### config.mk
export PLATFORM = sky130hd
export DESIGN_NAME = snoop_coh_ctrl
export DESIGN_NICKNAME = d
export VERILOG_FILES = /design/src/rtl/snoop_coh_pkg.sv /design/src/rtl/snoop_coh_snoop_step.sv /design/src/rtl/snoop_coh_cpu_step.sv /design/src/rtl/snoop_coh_ctrl.sv
export SDC_FILE = /design/constraint.sdc
export NUM_CORES = 1
export LEC_CHECK = 0
export ABC_AREA = 1
export BUFFER_PORTS_ARGS = -buffer_cell sky130_fd_sc_hd__buf_2
export CAP_MARGIN = 20
export CORE_ASPECT_RATIO = 1.1
export CORE_MARGIN = 3
export CORE_UTILIZATION = 35
export DETAILED_ROUTE_END_ITERATION = 8
export GPL_ROUTABILITY_DRIVEN = 0
export PLACE_DENSITY = 0.49
export RECOVER_POWER = 100
export SLEW_MARGIN = 25
export SYNTH_ARGS = -nofsm -noshare
export SYNTH_HDL_FRONTEND = slang
export SYNTH_SLANG_ARGS = --single-unit
### constraint.sdc
create_clock -name clk -period 4.78 [get_ports clk]
set_input_delay 0.956 -clock clk [delete_from_list [all_inputs] [get_ports clk]]
set_output_delay 0.956 -clock clk [all_outputs]
set_load 0.03 [all_outputs]
### src/rtl/snoop_coh_pkg.sv
package snoop_coh_pkg;
  typedef enum logic [1:0] {
    LN_INV = 2'd0,
    LN_SHD = 2'd1,
    LN_EXC = 2'd2
  } line_st_e;

  typedef enum logic [1:0] {
    BUS_NONE = 2'd0,
    BUS_RDM  = 2'd1,
    BUS_WRM  = 2'd2
  } bus_cmd_e;
endpackage

### src/rtl/snoop_coh_snoop_step.sv
module snoop_coh_snoop_step
  import snoop_coh_pkg::*;
(
  input  line_st_e st_i,
  input  logic     match_i,
  input  bus_cmd_e cmd_i,
  output line_st_e st_o,
  output logic     wb_o
);
  always_comb begin
    st_o = st_i;
    wb_o = 1'b0;
    if (match_i) begin
      unique case (st_i)
        LN_EXC: begin
          wb_o = (cmd_i != BUS_NONE);
          if (cmd_i == BUS_RDM)      st_o = LN_SHD;
          else if (cmd_i == BUS_WRM) st_o = LN_INV;
        end
        LN_SHD:  if (cmd_i == BUS_WRM) st_o = LN_INV;
        default: st_o = st_i;
      endcase
    end
  end
endmodule

### src/rtl/snoop_coh_cpu_step.sv
module snoop_coh_cpu_step
  import snoop_coh_pkg::*;
(
  input  line_st_e st_i,
  input  logic     req_i,
  input  logic     we_i,
  input  logic     hit_i,
  output line_st_e st_o,
  output bus_cmd_e cmd_o,
  output logic     wb_o,
  output logic     take_tag_o
);
  always_comb begin
    st_o       = st_i;
    cmd_o      = BUS_NONE;
    wb_o       = 1'b0;
    take_tag_o = 1'b0;
    if (req_i) begin
      unique case (st_i)
        LN_INV: begin
          cmd_o      = we_i ? BUS_WRM : BUS_RDM;
          st_o       = we_i ? LN_EXC : LN_SHD;
          take_tag_o = 1'b1;
        end
        LN_SHD: begin
          if (we_i) begin
            cmd_o      = BUS_WRM;
            st_o       = LN_EXC;
            take_tag_o = 1'b1;
          end else if (!hit_i) begin
            cmd_o      = BUS_RDM;
            take_tag_o = 1'b1;
          end
        end
        LN_EXC: begin
          if (!hit_i) begin
            wb_o       = 1'b1;
            cmd_o      = we_i ? BUS_WRM : BUS_RDM;
            st_o       = we_i ? LN_EXC : LN_SHD;
            take_tag_o = 1'b1;
          end
        end
        default: st_o = LN_INV;
      endcase
    end
  end
endmodule

### src/rtl/snoop_coh_ctrl.sv
module snoop_coh_ctrl
  import snoop_coh_pkg::*;
#(
  parameter int NUM_LINES = 8,
  parameter int TAG_W     = 8,
  localparam int IDX_W    = (NUM_LINES > 1) ? $clog2(NUM_LINES) : 1
) (
  input  logic             clk,
  input  logic             rst,
  input  logic             cpu_req_i,
  input  logic             cpu_we_i,
  input  logic [IDX_W-1:0] cpu_idx_i,
  input  logic [TAG_W-1:0] cpu_tag_i,
  input  logic [1:0]       snp_cmd_i,
  input  logic [IDX_W-1:0] snp_idx_i,
  input  logic [TAG_W-1:0] snp_tag_i,
  output logic [1:0]       line_state_o,
  output logic             cpu_hit_o,
  output logic [1:0]       bus_cmd_o,
  output logic [TAG_W-1:0] bus_tag_o,
  output logic             cpu_wb_o,
  output logic [TAG_W-1:0] cpu_wb_tag_o,
  output logic             snp_wb_o,
  output logic [TAG_W-1:0] snp_wb_tag_o
);
  line_st_e         st_q  [NUM_LINES];
  logic [TAG_W-1:0] tag_q [NUM_LINES];

  bus_cmd_e snp_cmd;
  line_st_e snp_st_cur, snp_st_nx, mid_st, cpu_st_nx;
  logic     snp_match, snp_wb, cpu_hit, cpu_wb, take_tag;
  bus_cmd_e cpu_cmd;

  assign snp_cmd    = bus_cmd_e'(snp_cmd_i);
  assign snp_st_cur = st_q[snp_idx_i];
  assign snp_match  = (snp_cmd != BUS_NONE) && (snp_st_cur != LN_INV) &&
                      (tag_q[snp_idx_i] == snp_tag_i);

  snoop_coh_snoop_step u_snp (
    .st_i   (snp_st_cur),
    .match_i(snp_match),
    .cmd_i  (snp_cmd),
    .st_o   (snp_st_nx),
    .wb_o   (snp_wb)
  );

  // snoop effect is applied before the processor request
  assign mid_st  = (snp_idx_i == cpu_idx_i) ? snp_st_nx : st_q[cpu_idx_i];
  assign cpu_hit = (mid_st != LN_INV) && (tag_q[cpu_idx_i] == cpu_tag_i);

  snoop_coh_cpu_step u_cpu (
    .st_i      (mid_st),
    .req_i     (cpu_req_i),
    .we_i      (cpu_we_i),
    .hit_i     (cpu_hit),
    .st_o      (cpu_st_nx),
    .cmd_o     (cpu_cmd),
    .wb_o      (cpu_wb),
    .take_tag_o(take_tag)
  );

  for (genvar gi = 0; gi < NUM_LINES; gi++) begin : g_line
    always_ff @(posedge clk) begin
      if (rst) begin
        st_q[gi]  <= LN_INV;
        tag_q[gi] <= '0;
      end else if (cpu_req_i && cpu_idx_i == IDX_W'(gi)) begin
        st_q[gi] <= cpu_st_nx;
        if (take_tag) tag_q[gi] <= cpu_tag_i;
      end else if (snp_idx_i == IDX_W'(gi)) begin
        st_q[gi] <= snp_st_nx;
      end
    end
  end

  always_ff @(posedge clk) begin
    if (rst) begin
      line_state_o <= LN_INV;
      cpu_hit_o    <= 1'b0;
      bus_cmd_o    <= BUS_NONE;
      bus_tag_o    <= '0;
      cpu_wb_o     <= 1'b0;
      cpu_wb_tag_o <= '0;
      snp_wb_o     <= 1'b0;
      snp_wb_tag_o <= '0;
    end else begin
      line_state_o <= cpu_st_nx;
      cpu_hit_o    <= cpu_req_i && cpu_hit;
      bus_cmd_o    <= cpu_cmd;
      bus_tag_o    <= cpu_tag_i;
      cpu_wb_o     <= cpu_wb;
      cpu_wb_tag_o <= tag_q[cpu_idx_i];
      snp_wb_o     <= snp_wb;
      snp_wb_tag_o <= snp_tag_i;
    end
  end


  cpu_wb_cmd_chk: assert property (@(posedge clk) disable iff (rst)
    cpu_wb_o |-> (bus_cmd_o != BUS_NONE));

  snp_idle_chk: assert property (@(posedge clk) disable iff (rst)
    (snp_cmd_i == BUS_NONE) |=> !snp_wb_o);

  cpu_idle_chk: assert property (@(posedge clk) disable iff (rst)
    !cpu_req_i |=> (bus_cmd_o == BUS_NONE) && !cpu_wb_o && !cpu_hit_o);

  write_exc_chk: assert property (@(posedge clk) disable iff (rst)
    (cpu_req_i && cpu_we_i) |=> (line_state_o == LN_EXC));

  read_valid_chk: assert property (@(posedge clk) disable iff (rst)
    (cpu_req_i && !cpu_we_i) |=> (line_state_o == LN_SHD || line_state_o == LN_EXC));

  read_hit_quiet_chk: assert property (@(posedge clk) disable iff (rst)
    (cpu_req_i && !cpu_we_i) |=> (cpu_hit_o == (bus_cmd_o == BUS_NONE)));
endmodule

==> results of run 1 <==
-- worst max-delay path by stage --
stage | startpoint | end | slack [ns]
after floorplan | snp_idx_i[0] | tag_q[0][0] | 0.85
after global placement | snp_idx_i[1] | tag_q[3][2] | 0.34
after detailed placement | snp_idx_i[1] | tag_q[7][6] | 0.16
after CTS | snp_idx_i[1] | tag_q[7][2] | 0.55
after global routing | snp_idx_i[1] | tag_q[7][4] | 0.1
final | snp_idx_i[1] | tag_q[7][7] | 0.51
-- sequential cells by signal, indices dropped and copies added, names as in the netlist, 2 cells and up --
signal        cells
bus_cmd_o         2
bus_tag_o         8
cpu_wb_tag_o      8
line_state_o      2
snp_wb_tag_o      8
st_q             16
tag_q            64
-- kinds of logic (layout without fill, tap and decap cells) --
logic type      after synthesis  count (layout)  share of synthesized area, %
compound gates               35              35                          3.92
xor+xnor                      7               7                         0.974
fa+ha+maj                     3               3                         0.597
buf+inv                      82             136                          6.76
flops                       111             111                          48.0
simple gates                549             549                          39.7
-- metal layers --
metal  global-route usage (%)  vias up  part of all wire (%)
met5                        0        -                     0
met4                     8.49        0                   2.8
met3                     2.83       34                   5.5
met2                     32.5      207                    48
met1                     26.7     2577                    44
li1                         -     2671                     -
-- cell type report --
class                   count  area share, %
multi-input cells         594           40.6
well taps                 234           4.22
flip-flops and latches    111           43.5
clock buffers              11           3.50
inverters                  53           3.08
clock inverters             5          0.577
repair buffers             67           4.52
-- per-stage QoR --
step	power (W)	util, %	area [µm²]	instances	setup WS (ns)
after floorplan	0.00138	-	6290	787	0.851
after global placement	0.00150	38.8	6730	1059	0.336
after detailed placement	0.00150	38.8	6730	1059	0.165
after CTS	0.00224	40.5	7010	1075	0.546
after global routing	0.00231	40.1	6940	1075	0.0967
final	0.00222	40.1	6940	1075	0.511
-- power groups by stage --
stage	clock [W]	combinational, W	sequential (W)
3_5_place_dp	0	0.000380	0.00112
5_1_grt	0.000796	0.000412	0.00111
3_3_place_gp	0	0.000378	0.00112
6_report	0.000749	0.000374	0.00110
4_1_cts	0.000760	0.000381	0.00110
2_1_floorplan	0	0.000241	0.00114
-- worst reg2reg max path: stages (launching register included) --
cell and delay, ns:
sky130_fd_sc_hd__edfxtp_1 0.33, sky130_fd_sc_hd__inv_1 0.05, sky130_fd_sc_hd__o22ai_1 0.20, sky130_fd_sc_hd__a221oi_1 0.07, sky130_fd_sc_hd__o21ai_0 0.38, sky130_fd_sc_hd__inv_1 0.13
sky130_fd_sc_hd__ha_1 0.25, sky130_fd_sc_hd__nor2_1 0.19, sky130_fd_sc_hd__nand2_1 0.07, sky130_fd_sc_hd__nor2_1 0.10, sky130_fd_sc_hd__nand3_1 0.11, sky130_fd_sc_hd__o21bai_1 0.13
sky130_fd_sc_hd__nand3_1 0.10, sky130_fd_sc_hd__nand2_1 0.11, sky130_fd_sc_hd__inv_2 0.08, sky130_fd_sc_hd__nand2_4 0.24, sky130_fd_sc_hd__nand4_4 0.22, sky130_fd_sc_hd__nand2_1 0.36
-- layout by cell type, fill, tap and decap left out, drive strengths merged, types with 2 or more instances in the layout --
cell and instances:
o21ai 3, nor2 124, a22oi 15, xnor2 3, nor3 11, nor4 3
clkbuf 44, clkinv 2, dfxtp 31, edfxtp 80, inv 56, nand2 315
nand3 65, xor2 4, buf 34, nand4 21, ha 3, a21oi 7
nand3b 7, o22ai 5, a221oi 2
==> run summary, run 1 <==
The run finished, with violations left. The final reports fail on max-capacitance violations, max-slew violations. The synthesized area per cell came out at about 8.0 µm². In this run the worst hold path is classified as register to register. The worst-case clock buffer depth is 2. The minimum period implied by the final worst setup slack is 4.27 ns.

The count of nets left with antenna violations once routing finished came out at 0. The all-layer global routing usage is 20.0%. The number of instances in the synthesized netlist is 787. The count of unresolved DRC violations after routing is 0. The design internal power is 0.00155 W.

The CTS clock-pin slew for the worst setup and hold paths is 0.08 ns. For this design, the CTS-stage hold fixing added 0 buffers. Max-cap violations in this run came to 1. The fraction of layout instances using a drive strength above 1 is 9.87%.

Data on the critical path arrives at its endpoint at approximately 4.3 ns. The critical path runs through a total of 19 cells. The vias per cell is 5.11.

The number of cells traversed by the worst register-to-register path is 17. The critical path goes through buf_2, nor2_2, inv_1, o22ai_1, a221oi_1, o21ai_0, inv_1, ha_1, nor2_1, nand2_1, nor2_1, nand3_1, o21bai_1, nand3_1, nand2_1, inv_2, nand2_4, nand4_4, nand2_1. IR analysis of the VDD net gives a maximum drop of approximately 0.18 mV. The required time of the critical path came out at 4.81 ns. The post-synthesis sequential area ratio came out at 48.0%. The number of rows in the core area came out at 50.

The cell area power density is 320 nW/µm². The height of the die is ~150 µm. When the netlist entered floorplanning its net count stood at 818. Synthesis inferred 111 register bits. The cell family contributing the most delay on the critical path is simple AND/OR/NAND/NOR gates. The reg-to-reg critical path startpoint is st_q[5][1]. The count of final setup violators came out at 0. The relative contribution of combinational cells to total power came out at between 10% and 20%. The highest-delay cell along the critical path is sky130_fd_sc_hd__o21ai_0. The buffer cell driving the clock tree root is sky130_fd_sc_hd__clkbuf_16. just under 60 I/O pins were placed.

0 antenna diodes ended up in the layout. The analysis attributes to net switching a power of 0.000676 W. Setup repair after global routing left no endpoint under its margin. The most used flip-flop cell after synthesis is sky130_fd_sc_hd__edfxtp_1.

In the final layout, the multi-input gates occupy 2820 µm². The maximum number of pins on one net before global-route repair is 43. The worst register-to-register path ends at tag_q[7][7]. In the final timing run, aggregate negative setup slack is 0 ns. The x dimension of the die is around 130 µm. The first-pass GRT wire length is 30,000 µm.

The total of warnings raised by yosys is 0. The number of antenna violations at the first check in global routing came to 0. The clock network power share is 33.7%. The number of nets in the finished design came out at approximately 870. The hold path endpoint is cpu_wb_tag_o[7]. The worst setup skew after layout is 0.0114 ns.

The via count is 5,489. On the worst path, the slowest cell contributes a delay of 0.38 ns. The element type at the critical path start is an input port.

The commonest cells after synthesis are sky130_fd_sc_hd__nand2_1 (309), sky130_fd_sc_hd__nor2_1 (119), sky130_fd_sc_hd__edfxtp_1 (80). For this design the static power due to leakage is ~3.0 nW. The unique cell type count in the Yosys netlist came out at 44. Headroom to the max-slew limit came out at -29.5%. In the post-synthesis netlist, the cell with the most instances is sky130_fd_sc_hd__nand2_1. The pin slew with the least headroom to its limit is between 1.5 and 2 ns. The top achievable clock speed is about 230 MHz. After synthesis, the cell types taking the most area are sky130_fd_sc_hd__edfxtp_1 (38%), sky130_fd_sc_hd__nand2_1 (18%), sky130_fd_sc_hd__dfxtp_1 (9.9%). Yosys mapped a number of flops with a built-in enable equal to 80. The total number of H-tree levels is 3. The setup path with the least slack is of type input port to register.

The fraction of registers with async set/reset came out at 0%. The area growth from synthesis to layout is 10.3%. The iteration-0 DRC count of the detailed router came out at 450.

The final number of max-transition violations is 43. TritonCTS built the clock tree. The HPWL reported at the end of detailed placement came out at 14,900 µm.

The number of sinks handled by clock tree synthesis came out at 111. The switching part of the total power came out at between 30% and 40%. The clock latency on the worst-skew pair came out at 0.36 ns.

Global routing finished with a remaining overflow of 0. The biggest area contributor in the post-synthesis netlist is sky130_fd_sc_hd__edfxtp_1. The portion of the clock cycle consumed by the worst path in the final layout is around 89%. The start point of the worst min-delay path is tag_q[7][7]. Dividing the detail-routed wire length by the instance count gives 18.1 µm.

Gates resized during post-CTS repair numbered 0. STA classifies the critical path endpoint as a register. The count of final hold-check violations was 0. The share of Yosys cell area claimed by the top area cell type is 38.2%. The power share of the sequential group is 49.5%. The worst-path maximum fanout came out at 18. The cell that appears most often on the critical path is sky130_fd_sc_hd__nand2_1. The total area of sequential cells came out at about 3000 µm². The buffer count from post-CTS setup fixing came out at 0.

Counting the fill cells in the layout gives approximately 1,800. The total wirelength of the detailed-routed design came out at 19,500 µm. The worst hold path stage count is 4. The number of buffers and inverters on the critical path is 4.

The count of buffers added on input and output ports is 58. The initial utilization of the core area, before any placement, comes to approximately 36%. The die footprint came out at 19,600 µm². The via count of the first global-routing pass is 5,206. The total iterations of the first detailed-routing run is 5. Hold is met by 0.698 ns. The flop-to-flop setup slack is around 1.3 ns. The core box area is roughly 17,000 µm². After synthesis the cells add up to 6290 µm². The number of buffers created by CTS came out at 9.
Note: power is estimated with default switching activity, not from simulation.
==> run 2: changes to the inputs <==
--- a/config.mk
+++ b/config.mk
@@ -8,14 +8,17 @@
 export ABC_AREA = 1
 export BUFFER_PORTS_ARGS = -buffer_cell sky130_fd_sc_hd__buf_2
 export CAP_MARGIN = 20
+export CELL_PAD_IN_SITES_DETAIL_PLACEMENT = 0
+export CELL_PAD_IN_SITES_GLOBAL_PLACEMENT = 1
 export CORE_ASPECT_RATIO = 1.1
 export CORE_MARGIN = 3
 export CORE_UTILIZATION = 35
 export DETAILED_ROUTE_END_ITERATION = 8
 export GPL_ROUTABILITY_DRIVEN = 0
-export PLACE_DENSITY = 0.49
+export PLACE_DENSITY = 0.63
 export RECOVER_POWER = 100
 export SLEW_MARGIN = 25
 export SYNTH_ARGS = -nofsm -noshare
 export SYNTH_HDL_FRONTEND = slang
+export SYNTH_HIERARCHICAL = 1
 export SYNTH_SLANG_ARGS = --single-unit
==> run 2 against run 1 <==
The run now ends clean. Clock power grew 3%. Total power grew 0.58%. Combinational power is essentially flat. Largest cell class unchanged. Largest power group unchanged. Highest routed layer unchanged.
==> run summary, run 2 <==
The total wirelength of the detailed-routed design came out at 19,800 µm (+1.4%). The pin slew with the least headroom to its limit came to 0.886 ns (-1.06 ns). The design internal power came out at 0.00156 W (+0.63%). The number of enable flip-flop cells after synthesis came out at 80 (unchanged). The number of diodes came out at 0 (unchanged). TritonCTS built the clock tree. The total number of H-tree levels came out at 3 (unchanged).

The most frequently used cell type in the post-synthesis netlist is sky130_fd_sc_hd__nand2_1. The worst path arrival time came out at 4.54 ns (+0.24 ns). The relative contribution of combinational cells to total power came to 16.8% (about the same).

The number of nets in the finished design is 917 (+5.8%). The number of primary I/O pins came out at 59 (unchanged). The total of flip-flops plus latches after synthesis is 111 (unchanged).

The worst setup skew after layout came out at 0.00862 ns (-0.00278 ns). The post-synthesis sequential area ratio came to 50.6% (+2.5 points). The worst setup path is launched from an input port. The reported max-cap violation count was 0 (-1).

The CTS clock-pin slew for the worst setup and hold paths is 0.08 ns (about the same). The share of Yosys cell area claimed by the top area cell type came out at 40.2% (+2.0 points). The utilization of the core after routing came out at 42.5% (+2.4 points). The minimum period implied by the final worst setup slack came out at 4.45 ns (+0.179 ns). The synthesized area per cell is 7.45 µm² (-6.8%). The number of flip-flops in the largest register came out at 64 (unchanged).

The number of instances in the synthesized netlist is 802 (+1.9%). Ranked by total cell area, the synthesized netlist is headed by sky130_fd_sc_hd__edfxtp_1 (40%), sky130_fd_sc_hd__nand2_1 (18%), sky130_fd_sc_hd__dfxtp_1 (10%). The total of warnings raised by yosys came to 6 (+6).

The fraction of layout instances using a drive strength above 1 came out at 11.3% (+1.5 points). The worst-path maximum fanout is 9 (-9). The worst-case clock buffer depth is 2 (unchanged).

The remaining antenna violation count is 0 (unchanged). The total power is 0.00224 W (+0.58%). The count of final hold-check violations is 0 (unchanged). The via count came out at 5,628 (+2.5%). The via count of the first global-routing pass is 5,261 (+1.1%).

The number of buffers inserted by hold repair at cts came out at 0 (unchanged). The number of buffers created by CTS was 9 (unchanged). The cell area power density is 318 nW/µm² (-0.71%). The leakage dissipation came to 3.14 nW (+5.6%). The stage delay of the slowest cell on the critical path is 0.22 ns (-0.16 ns).

The largest registers in the layout are tag_q x64, st_q x16. The all-layer global routing usage came to 21.9% (+1.8 points). The vias per cell came out at 5.14 (+0.57%). The maximum number of pins on one net before global-route repair came out at 50 (+16%).

The power share of the sequential group came to 48.9% (-0.6 points). By count the netlist is led by sky130_fd_sc_hd__nand2_1 (290), sky130_fd_sc_hd__nor2_1 (141), sky130_fd_sc_hd__edfxtp_1 (80). The worst slew margin relative to its limit was 40.9% (+70 points). The HPWL reported at the end of detailed placement came out at 14,900 µm (+0.39%).

The number of rows in the core area is 49 (-2.0%). The summed negative setup slack over all endpoints is 0 ns (unchanged). The type of the most critical hold path is register to register. The portion of the clock cycle consumed by the worst path in the final layout is 93.1% (+3.8 points). The overflow left after global routing came out at 0 (unchanged).

The clock latency on the worst-skew pair came out at 0.37 ns (about the same). The die footprint is 18,700 µm² (-4.8%). In the synthesized netlist the dominant register cell turns out to be sky130_fd_sc_hd__edfxtp_1. The highest-delay cell along the critical path is sky130_fd_sc_hd__buf_4. The maximum ir drop on the vdd rail was 0.182 mV (+2.7%). The leading area contributor after synthesis is sky130_fd_sc_hd__edfxtp_1. The total iterations of the first detailed-routing run was 5 (unchanged). The number of filler instances in the final layout is 1,735 (-3.3%). The area growth from synthesis to layout is 17.7%. The final number of max-transition violations came to 0 (-100%). The number of sinks handled by clock tree synthesis is 111 (unchanged). In the layout the commonest cells are sky130_fd_sc_hd__nand2_1 (290), sky130_fd_sc_hd__nor2_1 (140), sky130_fd_sc_hd__edfxtp_1 (80).

The top achievable clock speed came out at 225 MHz (-4.0%). The library cell used most frequently in the layout, excluding fill and tap cells, is sky130_fd_sc_hd__nand2_1. The category of the most critical setup path is input port to register. The x dimension of the die is 131 µm (-2.4%). The flow ran to the end, and the final reports show no timing, DRC or antenna violations. The count of unresolved DRC violations after routing came to 0 (unchanged). The first-pass GRT wire length is 30,200 µm (+0.83%). The core box area is 16,600 µm² (-4.5%). The final routed wire length divided by cell count came out at 18.0 µm (-0.52%). The net switching power of the design came to 0.000679 W (+0.47%).

The number of buffers added on ports came out at 58 (unchanged). The height of the die is 143 µm (-2.4%). The unique cell type count in the Yosys netlist came out at 29 (-34%). The clock network power share came out at 34.3% (+0.6 points).

The buffer cell driving the clock tree root is sky130_fd_sc_hd__clkbuf_16. The switching part of the total power came out at 30.3% (-0.033 points). The fraction of registers with async set/reset came to 0% (unchanged). The number of nets produced by synthesis is 832 (+1.7%). The count of final setup violators came out at 0 (unchanged). The cell that appears most often on the critical path is sky130_fd_sc_hd__nand2_1. The iteration-0 DRC count of the detailed router is 566 (+26%).

The initial core utilization was 36.1% (-0.20 points). The synthesized cell area was 5980 µm² (-5.0%). The critical path endpoint category is a register. The number of antenna violations at the first check in global routing came out at 0 (unchanged). The required time of the critical path came to 4.87 ns (+0.06 ns). Counting flops per register, the top entry is tag_q.
[run 2: cell count changes after synthesis, moves of 8 or more]
cell                      before  now
sky130_fd_sc_hd__nand4_4       8    0
sky130_fd_sc_hd__a22oi_1      15    4
sky130_fd_sc_hd__nand2_1     309  290
sky130_fd_sc_hd__nand3_1      55   63
sky130_fd_sc_hd__o21ai_0       3   17
sky130_fd_sc_hd__nor2_1      119  141
sky130_fd_sc_hd__o22ai_1       5   16
sky130_fd_sc_hd__nor3_1       10    2
sky130_fd_sc_hd__nand3_2       8    0
sky130_fd_sc_hd__inv_1        45   76
[run 2: area by class of cell]
class	instances	area (µm²)	area share, %
inverters	86	324	4.61
clock buffers	10	229	3.26
repair buffers	102	656	9.32
well taps	204	255	3.63
clock inverters	6	70.1	0.996
flip-flops and latches	111	3020	43.0
multi-input cells	577	2480	35.2
[run 2: final timing paths]
| path | start | endpoint | slack (ns) | depth (start not counted) |
|---|---|---|---|---|
| hold / removal | tag_q[6][7] | cpu_wb_tag_o[7] | 0.78 | 6 |
| hold reg to reg | tag_q[6][7] | cpu_wb_tag_o[7] | 0.78 | 6 |
| setup reg to reg | tag_q[0][5] | tag_q[0][5] | 1.12 | 27 |
| setup / recovery | snp_idx_i[0] | tag_q[0][5] | 0.33 | 32 |
[run 2: kinds of logic after synthesis]
family | count (synthesis) | share of synthesized area [%]
XOR/XNOR | 4 | 0.586
AO/OA/AOI/OAI | 50 | 4.81
AND/OR/NAND/NOR | 521 | 35.6
buffers and inverters | 114 | 8.04
adder cells (fa/ha/maj) | 2 | 0.419
flip-flops | 111 | 50.6
[run 2: power by group through the flow]
stage	Combinational [W]	Sequential [W]	Clock [W]
after floorplan	0.000201	0.00114	0
after global placement	0.000377	0.00112	0
after detailed placement	0.000377	0.00112	0
after CTS	0.000378	0.00109	0.000785
after global routing	0.000415	0.00110	0.000821
final	0.000375	0.00109	0.000768
[run 2: metrics by stage]
step | hold slack (ns) | worst slack, ns | instance area, µm² | cells
6_report | 0.780 | 0.332 | 7030 | 1096
3_3_place_gp | 0.756 | -0.124 | 6770 | 1080
4_1_cts | 0.783 | 0.243 | 7070 | 1096
5_1_grt | 0.835 | -0.0248 | 7030 | 1096
3_5_place_dp | 0.764 | -0.127 | 6770 | 1080
2_1_floorplan | 0.619 | 0.220 | 5980 | 802
[run 2: critical path: cells and delay by family]
kind / cells / cell delay (ns)
buffers and inverters: 9 / 1.25
and+or+nand+nor: 21 / 2.03
AOI/OAI and AO/OA: 2 / 0.28
[run 2: layer usage]
metal  track usage (%)  share of wire [%]  up-vias
met5                 0                  0        -
met4              6.17                1.6        0
met3              3.33                8.2       21
met2              34.4                 45      232
met1              31.3                 45     2645
li1                  -                  -     2730
[run 2: repair_timing]
item,4_1_cts,5_1_grt
endpoints found under the setup margin,0,40
buffers inserted,0,0
gates resized for setup,0,1
